File: config.mk
export PLATFORM = sky130hd
export DESIGN_NAME = hdb3_encoder
export DESIGN_NICKNAME = d
export VERILOG_FILES = /design/src/rtl/hdb3_pkg.sv /design/src/rtl/hdb3_window.sv /design/src/rtl/hdb3_polarity_fsm.sv /design/src/rtl/hdb3_rz_gate.sv /design/src/rtl/hdb3_encoder.sv
export SDC_FILE = /design/constraint.sdc
export NUM_CORES = 1
export LEC_CHECK = 0
export BUFFER_PORTS_ARGS = -buffer_cell sky130_fd_sc_hd__buf_2
export CORE_AREA = 2 2 39 41
export DETAILED_ROUTE_END_ITERATION = 10
export DIE_AREA = 0 0 41 43
export GPL_TIMING_DRIVEN = 0
export PLACE_DENSITY_LB_ADDON = 0.1
export SLEW_MARGIN = 20
export SYNTH_ARGS = -nofsm -noshare
export SYNTH_HDL_FRONTEND = slang
export SYNTH_SLANG_ARGS = --single-unit
File: constraint.sdc
create_clock -name clk -period 2.75 [get_ports clk]
set_input_delay 0.6875 -clock clk [delete_from_list [all_inputs] [get_ports clk]]
set_output_delay 0.6875 -clock clk [all_outputs]
set_load 0.02 [all_outputs]
File: src/rtl/hdb3_pkg.sv
package hdb3_pkg;

    // Tag carried by each slot of the lookahead window
    typedef enum logic [1:0] {
        SLOT_SPACE = 2'd0,   // plain zero
        SLOT_MARK  = 2'd1,   // data one
        SLOT_HEAD  = 2'd2,   // first zero of a substituted run, may become B
        SLOT_VIOL  = 2'd3    // fourth zero of a run, becomes V
    } slot_t;

    // Bit 1: polarity of last mark, bit 0: polarity of last violation (1 = positive)
    typedef enum logic [1:0] {
        ST_MNEG_VNEG = 2'b00,
        ST_MNEG_VPOS = 2'b01,
        ST_MPOS_VNEG = 2'b10,
        ST_MPOS_VPOS = 2'b11
    } pol_state_t;

endpackage

File: src/rtl/hdb3_window.sv
module hdb3_window
    import hdb3_pkg::*;
#(
    parameter int RUN_LEN = 4
) (
    input  logic  clk,
    input  logic  rst_n,
    input  logic  nrz_bit,
    output slot_t oldest
);

    localparam int LAST = RUN_LEN - 1;

    slot_t stg [RUN_LEN];
    logic  run_full;

    // A zero arriving behind LAST untagged zeros completes a run
    always_comb begin
        run_full = !nrz_bit;
        for (int i = 0; i < LAST; i++) begin
            if (stg[i] != SLOT_SPACE) begin
                run_full = 1'b0;
            end
        end
    end

    always_ff @(negedge clk or negedge rst_n) begin
        if (!rst_n) begin
            for (int i = 0; i < RUN_LEN; i++) begin
                stg[i] <= SLOT_SPACE;
            end
        end else begin
            for (int i = 1; i < RUN_LEN; i++) begin
                stg[i] <= stg[i-1];
            end
            if (run_full) begin
                stg[LAST] <= SLOT_HEAD;
            end
            if (nrz_bit) begin
                stg[0] <= SLOT_MARK;
            end else if (run_full) begin
                stg[0] <= SLOT_VIOL;
            end else begin
                stg[0] <= SLOT_SPACE;
            end
        end
    end

    assign oldest = stg[LAST];

endmodule

File: src/rtl/hdb3_polarity_fsm.sv
module hdb3_polarity_fsm
    import hdb3_pkg::*;
(
    input  logic  clk,
    input  logic  rst_n,
    input  slot_t slot_in,
    output logic  flag_pos,
    output logic  flag_neg,
    output logic  flag_viol
);

    pol_state_t state_q, state_d;
    logic       mark_pos, viol_pos;
    logic       emit_pos, emit_neg, emit_viol;

    assign mark_pos = state_q[1];
    assign viol_pos = state_q[0];

    // State register
    always_ff @(negedge clk or negedge rst_n) begin
        if (!rst_n) begin
            state_q <= ST_MNEG_VNEG;
        end else begin
            state_q <= state_d;
        end
    end

    // Next-state logic
    always_comb begin
        state_d = state_q;
        unique case (state_q)
            ST_MNEG_VNEG: begin
                if (slot_in == SLOT_MARK || slot_in == SLOT_HEAD) state_d = ST_MPOS_VNEG;
            end
            ST_MPOS_VNEG: begin
                if (slot_in == SLOT_MARK)      state_d = ST_MNEG_VNEG;
                else if (slot_in == SLOT_VIOL) state_d = ST_MPOS_VPOS;
            end
            ST_MPOS_VPOS: begin
                if (slot_in == SLOT_MARK || slot_in == SLOT_HEAD) state_d = ST_MNEG_VPOS;
            end
            ST_MNEG_VPOS: begin
                if (slot_in == SLOT_MARK)      state_d = ST_MPOS_VPOS;
                else if (slot_in == SLOT_VIOL) state_d = ST_MNEG_VNEG;
            end
            default: state_d = ST_MNEG_VNEG;
        endcase
    end

    // Emission decode for the slot leaving the window
    always_comb begin
        emit_pos  = 1'b0;
        emit_neg  = 1'b0;
        emit_viol = 1'b0;
        unique case (slot_in)
            SLOT_SPACE: ;
            SLOT_MARK: begin
                emit_pos = !mark_pos;
                emit_neg = mark_pos;
            end
            SLOT_HEAD: begin
                if (mark_pos == viol_pos) begin
                    emit_pos = !mark_pos;
                    emit_neg = mark_pos;
                end
            end
            SLOT_VIOL: begin
                emit_pos  = mark_pos;
                emit_neg  = !mark_pos;
                emit_viol = 1'b1;
            end
            default: ;
        endcase
    end

    // Output register
    always_ff @(negedge clk or negedge rst_n) begin
        if (!rst_n) begin
            flag_pos  <= 1'b0;
            flag_neg  <= 1'b0;
            flag_viol <= 1'b0;
        end else begin
            flag_pos  <= emit_pos;
            flag_neg  <= emit_neg;
            flag_viol <= emit_viol;
        end
    end

endmodule

File: src/rtl/hdb3_rz_gate.sv
module hdb3_rz_gate #(
    parameter int LANES = 2
) (
    input  logic             clk,
    input  logic [LANES-1:0] level,
    output logic [LANES-1:0] pulse
);

    for (genvar g = 0; g < LANES; g++) begin : g_lane
        assign pulse[g] = level[g] & clk;
    end

endmodule

File: src/rtl/hdb3_encoder.sv
module hdb3_encoder
    import hdb3_pkg::*;
#(
    parameter int RUN_LEN = 4
) (
    input  logic clk,
    input  logic rst_n,
    input  logic nrz_in,
    output logic pulse_pos,
    output logic pulse_neg
);

    slot_t      head_slot;
    logic       flag_pos, flag_neg, flag_viol;
    logic [1:0] rz_out;

    hdb3_window #(.RUN_LEN(RUN_LEN)) u_window (
        .clk     (clk),
        .rst_n   (rst_n),
        .nrz_bit (nrz_in),
        .oldest  (head_slot)
    );

    hdb3_polarity_fsm u_fsm (
        .clk       (clk),
        .rst_n     (rst_n),
        .slot_in   (head_slot),
        .flag_pos  (flag_pos),
        .flag_neg  (flag_neg),
        .flag_viol (flag_viol)
    );

    hdb3_rz_gate #(.LANES(2)) u_gate (
        .clk   (clk),
        .level ({flag_neg, flag_pos}),
        .pulse (rz_out)
    );

    assign pulse_pos = rz_out[0];
    assign pulse_neg = rz_out[1];

endmodule

==> impl_results.md <==
* Area growth syn-to-layout at 23.7%
* Final setup vio count at 4
* Switching part of the total at 26.6%
* Die Ht at 43 um
* DP HPWL at 585 um
* Tot GR Track Use at 13.0%
* Crit Path Class: reg -> out
* Mux contribution to synthesized area at 2.16%
* Largest family of logic cells by synthesized area: simple AND/OR/NAND/NOR gates
* Final WS setup at -0.322 ns
* Mapped Nets at 50
* Final GP Congestion at 0.673
* Die width at 41 um
* Static leakage power at 0.322 nW
* Top-count cell post-synth: dfrtn_1
* Final hold slack at 0.348 ns
* Layout Skew at 0.00102 ns
* Initial core utilization at 37.7%
* Final hold viol count at 0
* Failing checks: negative setup slack
* Port bufs at 4
* Io pins at 5
* TritonRoute pass-1 iters at 4
* Max-slew headroom at 82.2%
* Leading area contributor after synthesis: dfrtn_1
* Critical path's top delay family: flip-flops
* Iter 0 DRT Violations at 3
* GRT Residual Overflow at 0
* First-pass GRT wire length at 1360 um
* CP Launch Type: flip-flop
* Slowest stage delay, CP at 0.39 ns
* Top post-synthesis cells by area: dfrtn_1, ha_1, nor2_1, a211oi_2, and2_1
* Crit. End Element: output pin
* Worst IR Drop VDD at 0.364 mV
* Count of pins over their slew limit at 0
* Req. time, crit path at 2.06 ns
* Worst Path Buf+Inv at 1
* Crit-path max FO at 1
* DR WL/cell at 11.3 um
* Worst slew pin tran at 0.267 ns
* DRC viols at 0
* Vias per cell at 4.80
* Vias in the first global route at 390
* Post-Syn Instances at 42
* Post-synthesis compound-gate area fraction at 8.63%
* Pwr Density at 913 nW/um^2
* Synth Cell Area at 522 um^2
* Share of post-route cells with drive strength above 1 at 35.2%
* WL final at 792 um
* Initial antenna violation count at 0
* Fillers at 128
* Clock slew at reported path FFs at 0.05 ns
* Setup TNS at -0.642 ns
* Post-synthesis adder-cell area fraction at 12.0%
* DRT antenna net count at 0
* Post-Synth XOR/XNOR Area at 0%
* Fraction of registers with async set or reset after synthesis at 100%
* Sequential share of power at 40.5%
* Synth top cells by count: dfrtn_1, ha_1, nor2_1
* Critical path cell sequence: and2_4 > buf_6
* Worst path slowest cell: dfrtn_1
* Synth warn at 0
* Distinct cells, synth at 19
* P_sw at 157 uW
* Outcome: complete, but fails checks
* Clock insertion delay at the later pin of the skew report at 0.38 ns
* Main synth FF type: dfrtn_1
* Hold Crit Class: reg -> reg
* Largest net degree at the start of global routing at 13
* Max_cap viols at 0
* Die ar. at 1760 um^2
* Core ar. at 1380 um^2
* Synth Area in Simple Gates at 16.8%
* Rows at 14
* Nets at 63
* Logic pwr share at 12.3%
* Internal power at 433 uW
* Register bit total from synthesis at 12
* Number of synthesized flops with an enable pin at 0
* Vias after detailed routing at 336
* Core Util, Final at 46.7%
* Clock Power Share at 47.2%
* CTS tree: done
* Sequential element share of the synthesized area at 57.6%
* Ant. Diodes at 0
* Unrepaired setup endpoints after global routing: yes
* Syn Area/Cell at 12.4 um^2
* CP arrival at 2.38 ns
* Synth top area share at 57.6%
-- per-layer routing --
layer / share of wire (%) / global-route usage [%] / up-vias
li1: - / - / 159
met1: 36 / 12.0 / 168
met2: 57 / 17.8 / 9
met3: 6.4 / 9.42 / 0
met4: 0 / 11.3 / 0
met5: 0 / 0 / -
-- cells in the final DEF, fill, tap and decap left out --
cell type / synthesis / final
a211oi_2: 1 / 1
clkbuf_8: 0 / 1
and2b_2: 1 / 1
and2b_1: 1 / 1
ha_1: 5 / 5
o21bai_2: 1 / 1
mux2_2: 1 / 1
nor2b_1: 1 / 1
a221oi_1: 1 / 1
buf_6: 0 / 2
nor4_2: 1 / 1
a21o_1: 1 / 1
inv_1: 3 / 3
nand2_1: 2 / 2
clkbuf_4: 0 / 7
clkbuf_1: 1 / 1
dfrtn_1: 12 / 12
and2_4: 0 / 2
a21oi_1: 1 / 1
buf_2: 0 / 2
nand2b_1: 2 / 2
nor2_1: 4 / 4
nor3_1: 1 / 1
-- metrics by stage --
stage               setup slack [ns]  cell area, um^2  instances  total power, mW
global route                  -0.376              646         70            0.637
CTS                           -0.335              646         70            0.603
global placement              0.0755              562         62            0.345
detailed placement            0.0667              562         62            0.349
floorplan                      0.107              522         42            0.318
finish                        -0.322              646         70            0.590
-- cell type report --
| cell class | instances | area (um^2) | share of cell area [%] |
|---|---|---|---|
| flip-flops and latches | 12 | 300 | 46.5 |
| multi-input cells | 26 | 211 | 32.8 |
| clock buffers | 10 | 88.8 | 13.8 |
| well taps | 16 | 20.0 | 3.10 |
| inverters | 3 | 11.3 | 1.74 |
| repair buffers | 2 | 10.0 | 1.55 |
| plain buffers | 1 | 3.75 | 0.581 |
-- state kept, by name (all words and copies together), names as in the netlist, named ones only --
name             cells
u_window.oldest      2
u_fsm.state_q        1
u_window.stg         6
u_fsm.flag_pos       1
u_fsm.flag_neg       1
-- power by group through the flow --
stage | Combinational (mW) | Sequential [mW] | Clock (mW)
2_1_floorplan | 0.0591 | 0.233 | 0.0250
3_3_place_gp | 0.0705 | 0.240 | 0.0347
3_5_place_dp | 0.0745 | 0.240 | 0.0347
4_1_cts | 0.0742 | 0.238 | 0.290
5_1_grt | 0.0819 | 0.244 | 0.311
6_report | 0.0725 | 0.239 | 0.278
-- final timing paths --
path                            slack (ns)               end          startpoint  cells after the start
worst max-delay path                 -0.32         pulse_neg      u_fsm.flag_neg                      2
worst min-delay path                  0.35   u_window.stg[4]     u_window.stg[6]                      0
worst max register to register        1.37  u_fsm.state_q[1]  u_window.oldest[0]                      5
worst min register to register        0.35   u_window.stg[4]     u_window.stg[6]                      0
max in group asynchronous             1.08   u_window.stg[7]               rst_n                      1
min in group asynchronous             1.43    u_fsm.flag_pos               rst_n                      1
-- what timing repair did --
action                                  4_1_cts  5_1_grt
pin swaps                                     2        0
endpoints found under the setup margin        4        4
hold buffers                                  0        0
buffers inserted                              0        0
gates resized for setup                       6        0
-- cell families (layout without fill, tap and decap cells) --
logic type	after synthesis	in the layout
AOI/OAI and AO/OA	5	5
adders and majority gates	5	5
buffers and inverters	4	16
DFF	12	12
muxes	1	1
and+or+nand+nor	15	15
Note: power is estimated with default switching activity, not from simulation.
